[src/rtl/crc16_pkg.sv]
package crc16_pkg;
    localparam int unsigned BYTE_W   = 8;
    localparam int unsigned CRC_W    = 16;
    localparam logic [15:0] CRC_POLY = 16'h8408;
    localparam logic [15:0] CRC_SEED = 16'hFFFF;

    localparam int unsigned CTRL_BUSY_BIT = 0;
    localparam int unsigned CTRL_DIS_BIT  = 1;
    localparam int unsigned CTRL_ONE_BIT  = 7;

    typedef enum logic [1:0] {
        ST_IDLE  = 2'd0,
        ST_SHIFT = 2'd1,
        ST_LOCK  = 2'd2
    } eng_state_t;

    typedef enum logic {
        MODE_OFF = 1'b0,
        MODE_ON  = 1'b1
    } mode_t;
endpackage

[src/rtl/crc16_engine.sv]
module crc16_engine
    import crc16_pkg::*;
#(
    parameter int unsigned DATA_W = BYTE_W,
    parameter int unsigned SUM_W  = CRC_W,
    parameter logic [SUM_W-1:0] POLY = CRC_POLY,
    parameter logic [SUM_W-1:0] SEED = CRC_SEED
) (
    input  logic              clk_i,
    input  logic              rst_ni,
    input  logic              start_i,
    input  logic [DATA_W-1:0] byte_i,
    input  logic              freeze_i,
    input  logic              seed_i,
    output logic [SUM_W-1:0]  crc_o,
    output logic              busy_o,
    output logic              ready_o
);
    localparam int unsigned CNT_W = $clog2(DATA_W + 1);
    localparam logic [CNT_W-1:0] LAST_BIT = CNT_W'(DATA_W - 1);

    eng_state_t        state_q, state_d;
    logic [CNT_W-1:0]  cnt_q, cnt_d;
    logic [SUM_W-1:0]  crc_q, crc_d;
    logic [DATA_W-1:0] sh_q, sh_d;
    logic              fb;

    always_ff @(posedge clk_i) begin
        if (!rst_ni) begin
            state_q <= ST_IDLE;
            cnt_q   <= '0;
            crc_q   <= SEED;
            sh_q    <= '0;
        end else begin
            state_q <= state_d;
            cnt_q   <= cnt_d;
            crc_q   <= crc_d;
            sh_q    <= sh_d;
        end
    end

    assign fb = crc_q[0] ^ sh_q[0];

    always_comb begin
        state_d = state_q;
        cnt_d   = cnt_q;
        crc_d   = crc_q;
        sh_d    = sh_q;
        unique case (state_q)
            ST_IDLE: begin
                if (start_i) begin
                    sh_d    = byte_i;
                    cnt_d   = '0;
                    state_d = ST_SHIFT;
                end
            end
            ST_SHIFT: begin
                if (!freeze_i) begin
                    crc_d = (crc_q >> 1) ^ (fb ? POLY : '0);
                    sh_d  = sh_q >> 1;
                    cnt_d = cnt_q + 1'b1;
                    if (cnt_q == LAST_BIT) state_d = ST_LOCK;
                end
            end
            ST_LOCK: begin
                if (!freeze_i) state_d = ST_IDLE;
            end
            default: state_d = ST_IDLE;
        endcase
        if (seed_i) crc_d = SEED;
    end

    always_comb begin
        crc_o   = crc_q;
        busy_o  = (state_q == ST_SHIFT);
        ready_o = (state_q == ST_IDLE);
    end


    seed_reload_chk: assert property (@(posedge clk_i) disable iff (!rst_ni)
        seed_i |=> (crc_q == SEED))
        else $error("CRC not reloaded after enable");


    freeze_hold_chk: assert property (@(posedge clk_i) disable iff (!rst_ni)
        (freeze_i && !seed_i && state_q != ST_IDLE) |=> ($stable(crc_q) && $stable(cnt_q)))
        else $error("fold advanced while disabled");


    shift_count_chk: assert property (@(posedge clk_i) disable iff (!rst_ni)
        (state_q == ST_SHIFT && !freeze_i && cnt_q == LAST_BIT) |=> (state_q == ST_LOCK))
        else $error("fold did not end after last bit");
endmodule

[src/rtl/crc16_regif.sv]
module crc16_regif
    import crc16_pkg::*;
#(
    parameter int unsigned DATA_W = BYTE_W,
    parameter int unsigned SUM_W  = CRC_W
) (
    input  logic              clk_i,
    input  logic              rst_ni,
    input  logic              addr_i,
    input  logic              wen_i,
    input  logic              ren_i,
    input  logic              dis_bit_i,
    input  logic [SUM_W-1:0]  crc_i,
    input  logic              busy_i,
    input  logic              ready_i,
    output logic              start_o,
    output logic              seed_o,
    output logic              freeze_o,
    output logic [DATA_W-1:0] rdata_o
);
    mode_t mode_q, mode_d;
    logic  ptr_q, ptr_d;
    logic  ctrl_wr, data_wr, data_rd;
    logic [SUM_W-1:0]  crc_n;
    logic [DATA_W-1:0] ctrl_rd;

    assign ctrl_wr = wen_i && !addr_i;
    assign data_wr = wen_i &&  addr_i;
    assign data_rd = ren_i &&  addr_i;

    always_ff @(posedge clk_i) begin
        if (!rst_ni) begin
            mode_q <= MODE_OFF;
            ptr_q  <= 1'b0;
        end else begin
            mode_q <= mode_d;
            ptr_q  <= ptr_d;
        end
    end

    always_comb begin
        mode_d = mode_q;
        seed_o = 1'b0;
        unique case (mode_q)
            MODE_OFF: if (ctrl_wr && !dis_bit_i) begin
                mode_d = MODE_ON;
                seed_o = 1'b1;
            end
            MODE_ON: if (ctrl_wr && dis_bit_i) mode_d = MODE_OFF;
            default: mode_d = MODE_OFF;
        endcase
        ptr_d = ptr_q;
        if (seed_o)       ptr_d = 1'b0;
        else if (data_rd) ptr_d = ~ptr_q;
    end

    always_comb begin
        freeze_o = (mode_q == MODE_OFF);
        start_o  = data_wr && (mode_q == MODE_ON) && ready_i;
        crc_n    = ~crc_i;
        ctrl_rd  = '0;
        ctrl_rd[CTRL_ONE_BIT]  = 1'b1;
        ctrl_rd[CTRL_DIS_BIT]  = (mode_q == MODE_OFF);
        ctrl_rd[CTRL_BUSY_BIT] = busy_i;
        if (!addr_i)    rdata_o = ctrl_rd;
        else if (ptr_q) rdata_o = crc_n[SUM_W-1 -: DATA_W];
        else            rdata_o = crc_n[DATA_W-1:0];
    end


    ptr_toggle_chk: assert property (@(posedge clk_i) disable iff (!rst_ni)
        (data_rd && !seed_o) |=> (ptr_q != $past(ptr_q)))
        else $error("pointer did not advance");


    start_busy_chk: assert property (@(posedge clk_i) disable iff (!rst_ni)
        start_o |=> busy_i)
        else $error("no busy after accept");


    lock_refuse_chk: assert property (@(posedge clk_i) disable iff (!rst_ni)
        busy_i |-> !start_o)
        else $error("write accepted while busy");


    off_refuse_chk: assert property (@(posedge clk_i) disable iff (!rst_ni)
        (mode_q == MODE_OFF) |-> !start_o)
        else $error("write accepted while disabled");
endmodule

[src/rtl/crc16_serial_periph.sv]
module crc16_serial_periph
    import crc16_pkg::*;
(
    input  logic              clk_i,
    input  logic              rst_ni,
    input  logic              addr_i,
    input  logic              wen_i,
    input  logic              ren_i,
    input  logic [BYTE_W-1:0] wdata_i,
    output logic [BYTE_W-1:0] rdata_o
);
    logic [CRC_W-1:0] crc;
    logic busy, ready, start, seed, freeze;

    crc16_engine #(
        .DATA_W (BYTE_W),
        .SUM_W  (CRC_W),
        .POLY   (CRC_POLY),
        .SEED   (CRC_SEED)
    ) engine_i (
        .clk_i    (clk_i),
        .rst_ni   (rst_ni),
        .start_i  (start),
        .byte_i   (wdata_i),
        .freeze_i (freeze),
        .seed_i   (seed),
        .crc_o    (crc),
        .busy_o   (busy),
        .ready_o  (ready)
    );

    crc16_regif #(
        .DATA_W (BYTE_W),
        .SUM_W  (CRC_W)
    ) regif_i (
        .clk_i     (clk_i),
        .rst_ni    (rst_ni),
        .addr_i    (addr_i),
        .wen_i     (wen_i),
        .ren_i     (ren_i),
        .dis_bit_i (wdata_i[CTRL_DIS_BIT]),
        .crc_i     (crc),
        .busy_i    (busy),
        .ready_i   (ready),
        .start_o   (start),
        .seed_o    (seed),
        .freeze_o  (freeze),
        .rdata_o   (rdata_o)
    );
endmodule

[config.mk]
export PLATFORM = sky130hd
export DESIGN_NAME = crc16_serial_periph
export DESIGN_NICKNAME = d
export VERILOG_FILES = /design/src/rtl/crc16_pkg.sv /design/src/rtl/crc16_engine.sv /design/src/rtl/crc16_regif.sv /design/src/rtl/crc16_serial_periph.sv
export SDC_FILE = /design/constraint.sdc
export NUM_CORES = 1
export LEC_CHECK = 0
export BUFFER_PORTS_ARGS = -buffer_cell sky130_fd_sc_hd__buf_4
export CORE_ASPECT_RATIO = 1.2
export CORE_UTILIZATION = 60
export DETAILED_ROUTE_END_ITERATION = 10
export MAX_ROUTING_LAYER = met4
export PLACE_DENSITY = 0.91
export SLEW_MARGIN = 20
export SYNTH_ARGS = -nofsm -noshare
export SYNTH_HDL_FRONTEND = slang
export SYNTH_SLANG_ARGS = --single-unit
[constraint.sdc]
create_clock -name clk_i -period 1.8 [get_ports clk_i]
set_input_delay 0.36 -clock clk_i [delete_from_list [all_inputs] [get_ports clk_i]]
set_output_delay 0.36 -clock clk_i [all_outputs]
set_load 0.01 [all_outputs]
## Word-level counts from Yosys, hierarchy flattened

Cells that the tools add are included.

- Register bits: 32
- Input bits: 13
- Output and inout port bits: 8
- Word-level logic and storage cells: 53

- Add/subtract/negate cells: 1
- Equal/unequal tests: 7
- Multiplexer cells: 18
- Bitwise logic cells: 6
- Reductions and logical operators: 15

Operators by type and width:

| operator | count |
|---|---|
| 2-to-1 mux 8 bit | 4 |
| 2-to-1 mux 16 bit | 1 |
| inverter 16 bit | 1 |
| case mux 8 bit (2 select lines) | 1 |
| bitwise XOR 15 x 16 -> 16 bit | 1 |
| 2-to-1 mux 2 bit | 4 |
| 2-to-1 mux 4 bit | 2 |
| case mux 4 bit (2 select lines) | 1 |
| logical AND 1 bit | 7 |
| inequality test 2 bit, second input constant | 3 |
| case mux 2 bit (3 select lines) | 1 |
| adder 4 x 1 -> 4 bit, second input constant | 1 |
| equality test 4 x 3 -> 1 bit, second input constant | 1 |
| AND reduction 4 bit | 1 |
| 2-to-1 mux 1 bit | 3 |
| inverter 1 bit | 3 |
| AND reduction 3 bit | 1 |
| equality test 2 x 1 -> 1 bit, second input constant | 1 |
| equality test 2 bit, second input constant | 1 |
| zero test 1 bit | 2 |
| zero test 2 bit | 1 |
| inequality test 2 x 1 -> 1 bit, second input constant | 1 |
| case mux 1 bit (2 select lines) | 1 |
| AND reduction 2 bit | 1 |
| other kinds (3) | 3 |

## Logic depth before layout (Yosys ltp)

- Word-level depth: 6
- Mapped depth: 6
- Mapped depth without buffers: 4

## Hierarchy

Synthesis repeated with hierarchy kept, for this count alone.

- Cell total of the unflattened synthesis: 171
- Area, all modules: 1565.3 um^2

By module, submodules not included:

| module | instances | cells each | area an instance (um^2) | sequential area each (um^2) |
|---|---|---|---|---|
| crc16_engine | 1 | 141 | 1276.2 | 600.6 |
| crc16_regif | 1 | 30 | 289.0 | 40.0 |

## Worst setup path before layout

Ideal clock, no wire load.

- Kind: register to output
- From: reg regif_i.ptr_q
- To: out rdata_o[7]
- Data arrival time: 0.954 ns
- Data required time: 1.440 ns
- Slack: 0.486 ns
- Stages on the path, launching flop included: 4
- Path buffers: 1
- Cell sequence: dfxtp_1 buf_2 mux2_2 nand2_1

- Cells in the longest elaborated chain, start to end: 2

Ends and longest elaborated chain:

| element | line | source |
|---|---|---|
| from (decl) | crc16_regif.sv:22 | `logic ptr_q, ptr_d;` |
| from (signal assigned) | crc16_regif.sv:37 | `ptr_q <= ptr_d;` |
| 2-to-1 mux 8 bit | crc16_regif.sv:66 | `else if (ptr_q) rdata_o = crc_n[SUM_W-1 -: DATA_W];` |
| 2-to-1 mux 8 bit | crc16_regif.sv:65 | `if (!addr_i) rdata_o = ctrl_rd;` |
| to (decl) | crc16_serial_periph.sv:10 | `output logic [BYTE_W-1:0] rdata_o` |

Every way passes these cells.

## Worst setup path after layout

Same ends and word-level chain as after synthesis.

==> out/qor.yml <==
outcome: "completed"
antenna_cells: 0
coreArea_mm2: 0.00233
path_class: "reg2out"
period_share_pct: 95.7
synthCells: 175
use_met3_pct: 9.97
worstPathRequired_ns: 1.44
intPower_mw: 0.970
synth_area_per_cell_um2: 8.55
grt_use_met2_pct: 45.6
synth_sequential_area_ratio_pct: 42.8
drive_gt1_share_pct: 20.6
slew_headroom_pct: 36.1
clkTransAtPathRegs_ns: 0.09
netlist_area_mm2: 0.00150
use_met1_pct: 32.2
fin_skew_ns: 0.00506
rsz0062_at_grt: "no"
fp-row-count: 19
finalHoldViolations: 0
yosys_warnings: 0
slew_viol_final: 0
overflow: 0
worstSkewPairLatency_ns: 0.34
die_area_mm2: 0.00270
power.density_mw_per_mm2: 743
power.switching_mw: 0.331
cts-root-buf: "clkbuf_4"
async_reset_ff_share_pct: 0
drt_iter0_markers: 25
drt_wl_total_um: 3190
p_comb_share_pct: 10.4
netlist.top_cell.by_area: "dfxtp_1"
clock_power_share_pct: 33.3
max_freq_mhz: 581
fillerInstances: 168
ys.flop_type: "dfxtp_1"
synth.distinct_cells: 34
cts_tree: "built"
finalPower_mw: 1.30
synth_top_area_share_pct: 42.8
ctsHtreeMaxLevel: 2
whs_ns: 0.225
io-pin-count: 21
crit_path_max_fanout: 5
grt_max_degree: 20
post_drt_wl_per_cell_um: 13.9
port_buffers: 20
area.growth.synth_to_final_pct: 17.0
max-cap-violations: 0
cts_made_buffers: 5
setup_violations: 0
cts.sinks: 32
swShare_pct: 25.5
cp.arrival_ns: 1.36
ys_seq_elements: 32
vias: 1302
fin_crit_ns: 1.72
grt_pass1_wl_um: 5370
synthTopCellsByArea: "dfxtp_1 43%, mux2i_1 9.4%, nand2_1 8.8%, nand3_1 5.0%, a211oi_1 4.5%"
ant_nets: 0
hpwl_um: 2340
fin_ws_ns: 0.0779
viasPerCell: 5.66
pre_cts_ws_ns: 0.0433
antenna_found_initial: 0
start_util_pct: 64.2
critPathLaunchType: "flop"
top_usage_layer: "met2"
die_height_um: 56.7
drc: 0
syn_nets: 189
synth_edf_count: 0
peakVddDrop_uv: 563
die_w_um: 47.6
grt_usage_pct: 28.7
p_leak_nw: 0.792
grt_pass1_vias: 1247
p_seq_share_pct: 56.3
num-nets-final: 212
fin_setup_tns_ns: 0
min-delay-path-class: "in2reg"
gp_congestion: 0.832
ctsLongestPathBuffers: 2
worst_setup_path_end_kind: "primary output"
worstMarginPinSlew_ns: 0.954
r2r_setup_slack_ns: 0.19
firstDrtPassIters: 4
placed cells by master, fill, tap and decap left out, drive strengths merged, types with 3 or more instances in the layout:
| master | n |
|---|---|
| and2 | 5 |
| nand3 | 15 |
| buf | 27 |
| dfxtp | 32 |
| clkinv | 3 |
| o211ai | 3 |
| a211oi | 9 |
| nand2 | 35 |
| o21ai | 7 |
| clkbuf | 6 |
| a21oi | 11 |
| mux2i | 14 |
| xor2 | 3 |
| nor2b | 3 |
| nor2 | 6 |
flip-flops by register name, summed over array words and instances (netlist names), named ones only:
register	flops
engine_i.state_q	2
engine_i.sh_q	8
regif_i.ptr_q	1
engine_i.cnt_q	4
engine_i.crc_o	16
worst max-delay path, stage by stage (launching register included):
cell and delay [ns]:
dfxtp_2 0.34, buf_4 0.15, mux2_2 0.34, nand2_1 0.07, buf_4 0.11
through the flow:
stage          instances  util, %  area [um2]
6_report             230     75.1        1750
5_1_grt              230     75.1        1750
4_1_cts              230     74.9        1740
3_5_place_dp         222     72.2        1680
3_3_place_gp         222     72.2        1680
2_1_floorplan        175        -        1500
power groups by stage:
stage	Sequential, mW	Combinational [mW]	Clock, mW
floorplan	0.742	0.0869	0
global placement	0.746	0.128	0
detailed placement	0.748	0.133	0
CTS	0.731	0.134	0.441
global route	0.734	0.146	0.474
finish	0.732	0.135	0.434
synthesized netlist by cell type (2+ instances only):
cell,instances
a211oi_1,9
a21oi_1,11
a31oi_1,2
and2_1,5
buf_2,5
buf_4,2
clkbuf_1,4
dfxtp_1,32
inv_1,2
mux2i_1,14
nand2_1,35
nand3_1,15
nor2_1,6
nor2b_1,3
o211ai_1,3
o21ai_0,7
xor2_1,3
final timing paths:
path / start / to / depth (start not counted)
min reg2reg: engine_i.crc_o[14] / engine_i.crc_o[14] / 2
max reg2reg: flop / engine_i.crc_o[10] / 3
max: regif_i.ptr_q / rdata_o[7] / 4
min: wdata_i[1] / flop / 2
repair_timing:
| item | 4_1_cts | 5_1_grt |
|---|---|---|
| setup buffers | 0 | 0 |
| endpoints found under the hold margin | 0 | 0 |
| resized for setup | 0 | 3 |
| hold buffers | 0 | 0 |
| endpoints found under the setup margin | 0 | 3 |
layer usage:
metal / share of wire (%) / routed length, um
met5: 0 / 0
met4: 2.0 / 63
met3: 4.0 / 128
met2: 52 / 1670
met1: 42 / 1330
final cells by class:
type | instances | area [um2] | share of cell area [%]
clock inverters | 2 | 10.0 | 0.572
multi-input cells | 129 | 793 | 45.3
inverters | 3 | 11.3 | 0.643
repair buffers | 27 | 203 | 11.6
well taps | 31 | 38.8 | 2.22
clock buffers | 6 | 51.3 | 2.93
flip-flops and latches | 32 | 643 | 36.7
cells by family after synthesis:
logic type / after synthesis / share of synthesized area [%]
compound gates: 34 / 14.0
flops: 32 / 42.8
fa+ha+maj: 1 / 0.836
xor+xnor: 4 / 2.34
buf+inv: 14 / 4.43
mux: 15 / 10.1
simple gates: 75 / 25.4
Power figures use the tool's default switching activity.
